[config.mk]
export PLATFORM = sky130hd
export DESIGN_NAME = irq_distributor
export DESIGN_NICKNAME = d
export VERILOG_FILES = /design/src/rtl/irqd_pkg.sv /design/src/rtl/irqd_sync.sv /design/src/rtl/irqd_regs.sv /design/src/rtl/irqd_state.sv /design/src/rtl/irqd_pick.sv /design/src/rtl/irq_distributor.sv
export SDC_FILE = /design/constraint.sdc
export NUM_CORES = 2
export LEC_CHECK = 0
export BUFFER_PORTS_ARGS = -buffer_cell sky130_fd_sc_hd__buf_2
export CORE_MARGIN = 1.5
export CORE_UTILIZATION = 50
export DETAILED_ROUTE_END_ITERATION = 8
export PLACE_DENSITY = 0.72
export SETUP_SLACK_MARGIN = 0.02
export SLEW_MARGIN = 20
export SYNTH_ARGS = -nofsm -noshare
export SYNTH_HDL_FRONTEND = slang
export SYNTH_SLANG_ARGS = --single-unit
[constraint.sdc]
create_clock -name clk -period 68.7 [get_ports clk]
set_input_delay 13.74 -clock clk [delete_from_list [all_inputs] [get_ports clk]]
set_output_delay 13.74 -clock clk [all_outputs]
set_load 0.02 [all_outputs]
[src/rtl/irqd_pkg.sv]
`timescale 1ns/1ps
package irqd_pkg;
  localparam int ID_W     = 10;
  localparam int PRIO_W   = 8;
  localparam int SPI_BASE = 32;
  localparam int WORD_W   = 32;

  // register word addresses
  localparam int A_CTRL  = 0;
  localparam int A_SETEN = 1;
  localparam int A_CLREN = 2;
  localparam int A_SETPD = 3;
  localparam int A_CLRPD = 4;
  localparam int A_ACT   = 5;
  localparam int A_TRIG  = 6;
  localparam int A_PRIO  = 8;
  localparam int A_TGT   = 16;

  // interrupt number carried by input line k
  function automatic logic [ID_W-1:0] src_to_id(input int k);
    return ID_W'(SPI_BASE + k);
  endfunction

  // stored upper priority bits placed back in an 8-bit field
  function automatic logic [PRIO_W-1:0] prio_expand(input logic [PRIO_W-1:0] raw,
                                                     input int impl);
    return raw << (PRIO_W - impl);
  endfunction

  // byte lane of source k inside its packed word
  function automatic int lane_lsb(input int k);
    return 8 * (k % 4);
  endfunction
endpackage

[src/rtl/irqd_sync.sv]
`timescale 1ns/1ps
module irqd_sync #(
  parameter int NUM_SRC     = 32,
  parameter int SYNC_STAGES = 2
) (
  input  logic               clk,
  input  logic               rst_n,
  input  logic [NUM_SRC-1:0] src_i,
  output logic [NUM_SRC-1:0] lvl_o,
  output logic [NUM_SRC-1:0] rise_o
);
  for (genvar k = 0; k < NUM_SRC; k++) begin : g_line
    logic [SYNC_STAGES-1:0] ff;
    logic                   prev;
    always_ff @(posedge clk or negedge rst_n) begin
      if (!rst_n) begin
        ff   <= '0;
        prev <= 1'b0;
      end else begin
        ff   <= {ff[SYNC_STAGES-2:0], src_i[k]};
        prev <= ff[SYNC_STAGES-1];
      end
    end
    assign lvl_o[k]  = ff[SYNC_STAGES-1];
    assign rise_o[k] = ff[SYNC_STAGES-1] & ~prev;
  end
endmodule

[src/rtl/irqd_regs.sv]
`timescale 1ns/1ps
module irqd_regs
  import irqd_pkg::*;
#(
  parameter int NUM_SRC   = 32,
  parameter int NUM_CPU   = 2,
  parameter int PRIO_IMPL = 5,
  parameter int ADDR_W    = 6
) (
  input  logic                                clk,
  input  logic                                rst_n,
  input  logic                                wr_i,
  input  logic [ADDR_W-1:0]                   addr_i,
  input  logic [WORD_W-1:0]                   wdata_i,
  output logic [WORD_W-1:0]                   rdata_o,
  input  logic [NUM_SRC-1:0]                  pend_i,
  input  logic [NUM_SRC-1:0]                  act_i,
  output logic                                gen_en_o,
  output logic [NUM_SRC-1:0]                  en_o,
  output logic [NUM_SRC-1:0]                  edge_o,
  output logic [NUM_SRC-1:0][PRIO_IMPL-1:0]   prio_o,
  output logic [NUM_SRC-1:0][NUM_CPU-1:0]     tgt_o,
  output logic [NUM_SRC-1:0]                  set_pend_o,
  output logic [NUM_SRC-1:0]                  clr_pend_o
);
  function automatic logic hit(input logic [ADDR_W-1:0] a, input int word);
    return a == ADDR_W'(word);
  endfunction

  logic [NUM_SRC-1:0] wbits;
  assign wbits = wdata_i[NUM_SRC-1:0];

  always_ff @(posedge clk or negedge rst_n) begin
    if (!rst_n) begin
      gen_en_o <= 1'b0;
      en_o     <= '0;
      edge_o   <= '0;
    end else if (wr_i) begin
      if (hit(addr_i, A_CTRL))  gen_en_o <= wdata_i[0];
      if (hit(addr_i, A_SETEN)) en_o     <= en_o | wbits;
      if (hit(addr_i, A_CLREN)) en_o     <= en_o & ~wbits;
      if (hit(addr_i, A_TRIG))  edge_o   <= wbits;
    end
  end

  for (genvar k = 0; k < NUM_SRC; k++) begin : g_field
    localparam int LSB = lane_lsb(k);
    always_ff @(posedge clk or negedge rst_n) begin
      if (!rst_n) begin
        prio_o[k] <= '0;
        tgt_o[k]  <= '0;
      end else if (wr_i) begin
        if (hit(addr_i, A_PRIO + k / 4))
          prio_o[k] <= wdata_i[LSB + PRIO_W - PRIO_IMPL +: PRIO_IMPL];
        if (hit(addr_i, A_TGT + k / 4))
          tgt_o[k] <= wdata_i[LSB +: NUM_CPU];
      end
    end
  end

  assign set_pend_o = (wr_i && hit(addr_i, A_SETPD)) ? wbits : '0;
  assign clr_pend_o = (wr_i && hit(addr_i, A_CLRPD)) ? wbits : '0;

  always_comb begin
    rdata_o = '0;
    if (hit(addr_i, A_CTRL))                               rdata_o[0] = gen_en_o;
    if (hit(addr_i, A_SETEN) || hit(addr_i, A_CLREN))      rdata_o = WORD_W'(en_o);
    if (hit(addr_i, A_SETPD) || hit(addr_i, A_CLRPD))      rdata_o = WORD_W'(pend_i);
    if (hit(addr_i, A_ACT))                                rdata_o = WORD_W'(act_i);
    if (hit(addr_i, A_TRIG))                               rdata_o = WORD_W'(edge_o);
    for (int k = 0; k < NUM_SRC; k++) begin
      if (hit(addr_i, A_PRIO + k / 4))
        rdata_o[lane_lsb(k) +: PRIO_W] = prio_expand(PRIO_W'(prio_o[k]), PRIO_IMPL);
      if (hit(addr_i, A_TGT + k / 4))
        rdata_o[lane_lsb(k) +: NUM_CPU] = tgt_o[k];
    end
  end
endmodule

[src/rtl/irqd_state.sv]
`timescale 1ns/1ps
module irqd_state
  import irqd_pkg::*;
#(
  parameter int NUM_SRC = 32,
  parameter int NUM_CPU = 2,
  localparam int IDX_W  = $clog2(NUM_SRC)
) (
  input  logic                          clk,
  input  logic                          rst_n,
  input  logic [NUM_SRC-1:0]            lvl_i,
  input  logic [NUM_SRC-1:0]            rise_i,
  input  logic [NUM_SRC-1:0]            edge_i,
  input  logic [NUM_SRC-1:0]            set_pend_i,
  input  logic [NUM_SRC-1:0]            clr_pend_i,
  input  logic [NUM_CPU-1:0]            ack_i,
  input  logic [NUM_CPU-1:0]            fwd_valid_i,
  input  logic [NUM_CPU-1:0][IDX_W-1:0] fwd_idx_i,
  input  logic [NUM_CPU-1:0]            dea_i,
  input  logic [NUM_CPU-1:0][ID_W-1:0]  dea_id_i,
  output logic [NUM_SRC-1:0]            pend_o,
  output logic [NUM_SRC-1:0]            act_o,
  output logic [NUM_SRC-1:0]            ack_hit_o,
  output logic [NUM_SRC-1:0]            dea_hit_o
);
  logic [NUM_SRC-1:0] pend_q;

  for (genvar k = 0; k < NUM_SRC; k++) begin : g_src
    always_comb begin
      ack_hit_o[k] = 1'b0;
      dea_hit_o[k] = 1'b0;
      for (int c = 0; c < NUM_CPU; c++) begin
        if (ack_i[c] && fwd_valid_i[c] && fwd_idx_i[c] == IDX_W'(k)) ack_hit_o[k] = 1'b1;
        if (dea_i[c] && dea_id_i[c] == src_to_id(k))                 dea_hit_o[k] = 1'b1;
      end
    end

    always_ff @(posedge clk or negedge rst_n) begin
      if (!rst_n) begin
        pend_q[k] <= 1'b0;
        act_o[k]  <= 1'b0;
      end else begin
        // a fresh edge in the acknowledge cycle keeps the source pending
        pend_q[k] <= (pend_q[k] & ~clr_pend_i[k] & ~ack_hit_o[k])
                   | set_pend_i[k] | (edge_i[k] & rise_i[k]);
        act_o[k]  <= (act_o[k] & ~dea_hit_o[k]) | ack_hit_o[k];
      end
    end

    assign pend_o[k] = pend_q[k] | (~edge_i[k] & lvl_i[k]);
  end
endmodule

[src/rtl/irqd_pick.sv]
`timescale 1ns/1ps
module irqd_pick #(
  parameter int NUM_SRC   = 32,
  parameter int PRIO_IMPL = 5,
  localparam int IDX_W    = $clog2(NUM_SRC)
) (
  input  logic [NUM_SRC-1:0]                cand_i,
  input  logic [NUM_SRC-1:0][PRIO_IMPL-1:0] prio_i,
  output logic                              valid_o,
  output logic [IDX_W-1:0]                  idx_o,
  output logic [PRIO_IMPL-1:0]              prio_o
);
  // ascending scan with strict compare: equal priority keeps the lower index
  always_comb begin
    valid_o = 1'b0;
    idx_o   = '0;
    prio_o  = '1;
    for (int k = 0; k < NUM_SRC; k++) begin
      if (cand_i[k] && (!valid_o || prio_i[k] < prio_o)) begin
        valid_o = 1'b1;
        idx_o   = IDX_W'(k);
        prio_o  = prio_i[k];
      end
    end
  end
endmodule

[src/rtl/irq_distributor.sv]
`timescale 1ns/1ps
module irq_distributor
  import irqd_pkg::*;
#(
  parameter int NUM_SRC     = 32,
  parameter int NUM_CPU     = 2,
  parameter int PRIO_IMPL   = 5,
  parameter int ADDR_W      = 6,
  parameter int SYNC_STAGES = 2
) (
  input  logic                      clk,
  input  logic                      rst_n,
  input  logic [NUM_SRC-1:0]        irq_src_i,
  input  logic                      reg_wr_i,
  input  logic [ADDR_W-1:0]         reg_addr_i,
  input  logic [WORD_W-1:0]         reg_wdata_i,
  output logic [WORD_W-1:0]         reg_rdata_o,
  input  logic [NUM_CPU-1:0]        ack_i,
  input  logic [NUM_CPU-1:0]        dea_i,
  input  logic [NUM_CPU*ID_W-1:0]   dea_id_i,
  output logic [NUM_CPU-1:0]        fwd_valid_o,
  output logic [NUM_CPU*ID_W-1:0]   fwd_id_o,
  output logic [NUM_CPU*PRIO_W-1:0] fwd_prio_o
);
  localparam int IDX_W = $clog2(NUM_SRC);

  logic                               gen_en;
  logic [NUM_SRC-1:0]                 en_vec, edge_vec, pend_vec, act_vec;
  logic [NUM_SRC-1:0]                 lvl_vec, rise_vec, set_pend, clr_pend;
  logic [NUM_SRC-1:0]                 ack_hit, dea_hit;
  logic [NUM_SRC-1:0][PRIO_IMPL-1:0]  prio_arr;
  logic [NUM_SRC-1:0][NUM_CPU-1:0]    tgt_arr;
  logic [NUM_CPU-1:0][IDX_W-1:0]      win_idx;
  logic [NUM_CPU-1:0][PRIO_IMPL-1:0]  win_prio;
  logic [NUM_CPU-1:0][ID_W-1:0]       dea_id;

  irqd_sync #(.NUM_SRC(NUM_SRC), .SYNC_STAGES(SYNC_STAGES)) u_sync (
    .clk(clk), .rst_n(rst_n), .src_i(irq_src_i), .lvl_o(lvl_vec), .rise_o(rise_vec)
  );

  irqd_regs #(.NUM_SRC(NUM_SRC), .NUM_CPU(NUM_CPU), .PRIO_IMPL(PRIO_IMPL),
              .ADDR_W(ADDR_W)) u_regs (
    .clk(clk), .rst_n(rst_n), .wr_i(reg_wr_i), .addr_i(reg_addr_i),
    .wdata_i(reg_wdata_i), .rdata_o(reg_rdata_o), .pend_i(pend_vec), .act_i(act_vec),
    .gen_en_o(gen_en), .en_o(en_vec), .edge_o(edge_vec), .prio_o(prio_arr),
    .tgt_o(tgt_arr), .set_pend_o(set_pend), .clr_pend_o(clr_pend)
  );

  irqd_state #(.NUM_SRC(NUM_SRC), .NUM_CPU(NUM_CPU)) u_state (
    .clk(clk), .rst_n(rst_n), .lvl_i(lvl_vec), .rise_i(rise_vec), .edge_i(edge_vec),
    .set_pend_i(set_pend), .clr_pend_i(clr_pend), .ack_i(ack_i),
    .fwd_valid_i(fwd_valid_o), .fwd_idx_i(win_idx), .dea_i(dea_i), .dea_id_i(dea_id),
    .pend_o(pend_vec), .act_o(act_vec), .ack_hit_o(ack_hit), .dea_hit_o(dea_hit)
  );

  for (genvar c = 0; c < NUM_CPU; c++) begin : g_cpu
    logic [NUM_SRC-1:0] cand;
    for (genvar k = 0; k < NUM_SRC; k++) begin : g_cand
      assign cand[k] = gen_en & en_vec[k] & pend_vec[k] & ~act_vec[k] & tgt_arr[k][c];
    end

    irqd_pick #(.NUM_SRC(NUM_SRC), .PRIO_IMPL(PRIO_IMPL)) u_pick (
      .cand_i(cand), .prio_i(prio_arr), .valid_o(fwd_valid_o[c]),
      .idx_o(win_idx[c]), .prio_o(win_prio[c])
    );

    assign dea_id[c]                   = dea_id_i[c*ID_W +: ID_W];
    assign fwd_id_o[c*ID_W +: ID_W]    = src_to_id(int'(win_idx[c]));
    assign fwd_prio_o[c*PRIO_W +: PRIO_W] = prio_expand(PRIO_W'(win_prio[c]), PRIO_IMPL);
  end
endmodule

Word-level counts from Yosys, hierarchy flattened
Cells that the tools add are included.

Reduce and logical (&&, ||, !) cells: 343. Bitwise gates (word level): 675. Eq/ne operators: 148. Muxes and demuxes: 391. Shift-type cells: 0. Multiply operators: 0. Div/mod/pow operators: 0. Magnitude comparators: 62. $add $sub $neg: 2.

Operators with widths (count): == test 10 x 6 -> 1 bit, second input constant (64); two-way mux 5 bit (96); bitwise AND 1 bit (352); < comparator 5 bit (62); two-way mux 32 bit (8); two-way mux 8 bit (32); two-way mux 1 bit (195); logical AND 1 bit (194); NOT 1 bit (192); == test 5 bit, second input constant (32); OR 1 bit (128); == test 5 x 4 -> 1 bit, second input constant (16); two-way mux 2 bit (36); logical OR 1 bit (64); two-way mux 4 bit (16); zero test 1 bit (62); == test 6 x 4 -> 1 bit, second input constant (8); == test 6 x 5 -> 1 bit, second input constant (8); == test 5 x 3 -> 1 bit, second input constant (8); AND reduction 2 bit (19); bitwise AND 32 bit (1); NOT 32 bit (1); OR 32 bit (1); two-way mux 3 bit (8); other kinds (9) (18).

Latch bits: 0. Memory bits (writable): 0. Input bits: 97. Memory bits (read-only): 0. Memories: 0. Register bits after elaboration: 449.

Depth between registers and ports, before layout
Depth in word-level cells: 139. Depth in mapped cells: 290. Depth with buffers taken out: 274.

Hierarchy
From an unflattened synthesis, not the netlist that was laid out.

Cells, all modules: 4524. Area, all modules: 39620.5 µm².

Modules (own cells, without submodules): irqd_regs (times used 1, area each 14517.7 µm², seq. area each 7231.9 µm², cells each 1191); irqd_pick (g_cpu[1].u_pick) (times used 1, area each 8742.1 µm², seq. area each 0.0 µm², cells each 1326); irqd_pick (g_cpu[0].u_pick) (times used 1, area each 8582.0 µm², seq. area each 0.0 µm², cells each 1273); irqd_state (times used 1, area each 3811.2 µm², seq. area each 1601.5 µm², cells each 457); irqd_sync (times used 1, area each 3083.0 µm², seq. area each 2402.3 µm², cells each 160); irq_distributor (times used 1, area each 884.6 µm², seq. area each 0.0 µm², cells each 117).

Worst setup path after synthesis
Ideal clock, no wire load.

Path kind: reg-to-output. From: register u_regs.edge_o[0]. To: output port fwd_prio_o[3]. Required time: 54960 ps. Cell stages (with the launch flop): 271. Buffers on the path: 15. Path slack: 4697 ps. Arrival time: 50263 ps. Path through: dfrtp_1 and2b_2 o21ai_2 nor2_1 ha_1 a21o_1 a21o_2 a21oi_1 nor3_1 a21oi_1 inv_1 ha_1 o22ai_1 a21oi_1 o311ai_2 o31ai_1 a21oi_2 nor2_1 [... 235 more ...] nand4_1 a21oi_1 inv_1 a311oi_1 a2111oi_2 o21a_2 and2_1 a31oi_1 ha_1 a21oi_1 nor2b_1 o21ai_0 or2b_2 or3_2 o211ai_4 buf_8 nand2_4 mux2_1.

Word-level cells in the longest chain between the ends: 131.

Ends and longest elaborated chain: from (decl) (line irqd_regs.sv:20) `output logic [NUM_SRC-1:0] edge_o,`; from (signal assigned) (line irqd_regs.sv:42) `if (hit(addr_i, A_TRIG)) edge_o <= wbits;`; NOT 1 bit (*) (line irqd_state.sv:50) `assign pend_o[k] = pend_q[k] | (~edge_i[k] & lvl_i[k]);`; bitwise AND 1 bit (*) (line irqd_state.sv:50); OR 1 bit (*) (line irqd_state.sv:50); bitwise AND 1 bit (*) (3 in series) (line irq_distributor.sv:59) `assign cand[k] = gen_en & en_vec[k] & pend_vec[k] & ~act_vec[k] & tgt_arr[k][c];`; two-way mux 5 bit / two-way mux 1 bit (equally long branches) (line irqd_pick.sv:19) `if (cand_i[k] && (!valid_o || prio_i[k] < prio_o)) begin`; < comparator 5 bit / zero test 1 bit (equally long branches) (line irqd_pick.sv:19); logical OR 1 bit (line irqd_pick.sv:19); logical AND 1 bit (line irqd_pick.sv:19); [... 113 more ...]; < comparator 5 bit / zero test 1 bit (equally long branches) (line irqd_pick.sv:19); logical OR 1 bit (line irqd_pick.sv:19); logical AND 1 bit (line irqd_pick.sv:19); two-way mux 5 bit / two-way mux 1 bit (equally long branches) (line irqd_pick.sv:19); < comparator 5 bit / zero test 1 bit (equally long branches) (line irqd_pick.sv:19); logical OR 1 bit (line irqd_pick.sv:19); logical AND 1 bit (line irqd_pick.sv:19); two-way mux 5 bit (*) (line irqd_pick.sv:19); to (decl) (line irq_distributor.sv:23) `output logic [NUM_CPU*PRIO_W-1:0] fwd_prio_o`.

Every way passes the cells marked *; elsewhere a longest branch is shown, timed or not.

Final worst setup path
From: register u_state.act_o[0]. To: output port fwd_prio_o[3].

Word-level cells in the longest chain between the ends: 128.

Ends and longest elaborated chain: from (decl) (line irqd_state.sv:22) `output logic [NUM_SRC-1:0] act_o,`; from (signal, indexed assignment) (line irqd_state.sv:46) `act_o[k] <= (act_o[k] & ~dea_hit_o[k]) | ack_hit_o[k];`; NOT 1 bit (*) (line irq_distributor.sv:59); bitwise AND 1 bit (*) (2 in series) (line irq_distributor.sv:59); two-way mux 5 bit / two-way mux 1 bit (equally long branches) (line irqd_pick.sv:19); < comparator 5 bit / zero test 1 bit (equally long branches) (line irqd_pick.sv:19); logical OR 1 bit (line irqd_pick.sv:19); logical AND 1 bit (line irqd_pick.sv:19); two-way mux 5 bit / two-way mux 1 bit (equally long branches) (line irqd_pick.sv:19); < comparator 5 bit / zero test 1 bit (equally long branches) (line irqd_pick.sv:19); [... 111 more ...]; < comparator 5 bit / zero test 1 bit (equally long branches) (line irqd_pick.sv:19); logical OR 1 bit (line irqd_pick.sv:19); logical AND 1 bit (line irqd_pick.sv:19); two-way mux 5 bit / two-way mux 1 bit (equally long branches) (line irqd_pick.sv:19); < comparator 5 bit / zero test 1 bit (equally long branches) (line irqd_pick.sv:19); logical OR 1 bit (line irqd_pick.sv:19); logical AND 1 bit (line irqd_pick.sv:19); two-way mux 5 bit (*) (line irqd_pick.sv:19).

Marks and branches as above.

==> impl_metrics.ini <==
[outcome]
status = finished, final reports clean

[final_layout]
drive_above_1_share = 0.215
utilization = 0.551
fillers = 6937
fin_area_mm2 = 0.0418
fin_nets = 4798
area_growth_pct = 9.34

[setup_path]
crit_path_max_fanout = 13
start_kind = flop
path_buf_inv = 21
reg2reg_from = u_state.act_o[0]
reg2reg_to = u_state.act_o[2]
worstPathArrival_ns = 52.04
cp_top_family = compound AO/OA/AOI/OAI gates
worstSetupPathType = flop to output port
crit_top_cell = ha_1
rr_worst_depth = 269
worstPathRequired_ns = 54.96
timing.critical_path.from = u_state.act_o[0]
cp-end-kind = output port
crit_slowest_cell = or3_2
slowest_delay_ns = 0.53
r2r_setup_slack_ns = 17.17

[sta]
rsz0062_at_grt = yes
relSlewSlack = 0.254
tightest_slew_ns = 1.11
hold_viol = 0
skew_ns = 0.0245
max_freq_mhz = 15.2
period_share = 0.957
final_max_slew_viol_count = 0
setup_viol = 0
layout_min_cycle_time_ns = 65.78

[worst_hold_path]
whs_endpoint = u_sync.g_line[13].ff[1]
hold_path.class = flop to flop
min_from = u_sync.g_line[13].ff[0]
min_path_cells = 0

[yosys]
synth_area_leader_cell = dfrtp_1
synth_edf_count = 0
synthTopCellsByCount = nand2_1, dfrtp_1, nor2_1, a21oi_1, mux2_2
synth-seq-area-share = 0.294
synthArstFlopShare = 1.00
synth_cells = 4493
yosysTopAreaCellShare = 0.294
synth.most_common_cell = nand2_1
syn_area_mm2 = 0.0382
synthTopCellsByArea = dfrtp_1, mux2_2, nand2_1, ha_1, a21oi_1
synth_ff_type = dfrtp_1
synth_cell_type_count = 168
ys.warnings.count = 0
postSynthAreaPerCell_um2 = 8.50
ys_ff_latch = 449

[clocking]
clockBufferDepth = 3
clk_latency_ns = 0.57
cts_tree = yes
h-tree-depth = 2
clockRootBuffer = clkbuf_16
cts.sinks = 449
numCtsBuffers = 42
path_clk_slew_ns = 0.06

[pwr]
ir_drop_uv = 27.0
power.density_mw_per_mm2 = 26.5
leakage_nw = 18.8

[global_routing]
grt_overflow_total = 0
antenna_found_initial = 10
grt_pass1_wl_mm = 221
grt_use_total = 0.371
grt_pass1_vias = 34734
grt_max_degree = 82

[placed_design]
dp_hpwl_mm = 115
dpl_cell_area_mm2 = 0.0391
gp_congestion = 1.05
io_buffer_count = 150

[die]
start_util = 0.504
coreArea_mm2 = 0.0758
std_cell_rows = 101
die_y_um = 279
die_area_mm2 = 0.0780
ios = 167
die_x_um = 279

[routing]
drc = 0
via_per_inst = 6.98
drtIter0Drc = 5197
wl_per_cell_um = 27.1
ant_nets = 0
drt_pass1_iterations = 9
routed_wirelength_mm = 151
vias = 38935

[job]
maxCapViolCount = 0
final cells by class:
| cell class | instances | area, um2 | area share |
|---|---|---|---|
| Tap cell | 978 | 1220 | 0.0293 |
| Clock inverter | 14 | 180 | 0.00432 |
| Clock buffer | 62 | 1210 | 0.0289 |
| Inverter | 213 | 800 | 0.0191 |
| Sequential cell | 449 | 11200 | 0.269 |
| Antenna cell | 7 | 17.5 | 0.000420 |
| Multi-Input combinational cell | 3607 | 25500 | 0.611 |
| Timing Repair Buffer | 252 | 1570 | 0.0376 |
how the worst max path moves through the flow:
stage	endpoint	slack [ns]	cells past startpoint
global route	fwd_prio_o[3]	-0.41	268
global placement	fwd_prio_o[3]	0.12	259
finish	fwd_prio_o[3]	2.92	269
CTS	fwd_prio_o[3]	0.07	262
detailed placement	fwd_prio_o[3]	-1.52	258
floorplan	fwd_prio_o[3]	4.70	270
stage by stage:
step | power [mW] | cells | setup TNS [ns] | hold WS, ns | setup WS (ns)
6_report | 1.11 | 5582 | 0 | 0.346 | 2.92
5_1_grt | 1.16 | 5575 | -2.41 | 0.351 | -0.409
4_1_cts | 1.07 | 5520 | 0 | 0.349 | 0.0703
3_5_place_dp | 0.835 | 5439 | -13.06 | 0.335 | -1.52
3_3_place_gp | 0.829 | 5439 | 0 | 0.332 | 0.122
2_1_floorplan | 0.690 | 4507 | 0 | 0.331 | 4.70
what timing repair did:
action | 4_1_cts | 5_1_grt
hold buffers | 0 | 0
buffers inserted | 5 | 54
setup endpoints to repair | 10 | 20
pin swaps | 3 | 35
gates cloned | 0 | 1
gates resized for setup | 19 | 133
cell families (layout without fill, tap and decap cells):
group	Yosys count	count (layout)	share of synthesized area
AO/OA/AOI/OAI	1451	1451	0.278
XOR/XNOR	20	20	0.00459
adder cells (fa/ha/maj)	161	161	0.0512
buffers and inverters	451	541	0.0586
flip-flops	449	449	0.294
multiplexers	380	380	0.112
other	2	23	0.000197
AND/OR/NAND/NOR	1579	1579	0.201
worst register-to-register path, delay by kind of cell, from the launching register on:
| kind | cells | cell delay (ns) |
|---|---|---|
| AO/OA/AOI/OAI | 123 | 22.93 |
| adder cells (fa/ha/maj) | 31 | 8.43 |
| buffers and inverters | 21 | 2.03 |
| flip-flops | 1 | 0.40 |
| multiplexers | 13 | 3.59 |
| AND/OR/NAND/NOR | 81 | 14.09 |
report_power, final:
part           internal, mW  switching [mW]  total (mW)
sequential            0.300          0.0738       0.374
combinational         0.188           0.306       0.494
clock                 0.134           0.105       0.239
total                 0.622           0.484        1.11
cells in the final DEF (no fill, tap or decap), types with 26 or more instances in the layout:
cell       instances
nand2_1          502
dfrtp_1          448
nor2_1           373
a21oi_1          320
mux2_2           295
inv_1            212
buf_2            149
o21ai_0          148
ha_1             133
nand3_1          124
nor3_1           107
buf_4             97
a22oi_1           94
a31oi_1           80
mux2i_1           63
o211ai_1          58
a21o_1            54
a211oi_1          49
o31ai_1           48
nand4_1           46
clkbuf_16         44
or2_2             41
nand2b_1          39
and2_1            38
or3_1             37
o21ai_1           30
o221ai_1          28
nor2b_1           27
o21a_1            27
and3_1            27
a221oi_1          26
per-layer routing:
metal,wire length [um],part of all wire,vias up,track usage
li1,-,-,17101,-
met1,60600,0.40,18703,0.514
met2,62200,0.41,2652,0.538
met3,18600,0.12,469,0.0823
met4,9670,0.064,10,0.199
met5,65,0.00043,-,0
state kept, by name, indices dropped and copies added, names as in the netlist, named ones only:
register,count
u_regs.edge_o,32
u_regs.tgt_o,64
u_state.act_o,32
u_regs.prio_o,160
u_sync.g_line.ff,64
u_regs.gen_en_o,1
u_sync.g_line.prev,32
u_state.pend_q,32
No activity file was read; power rests on OpenSTA's default activity.
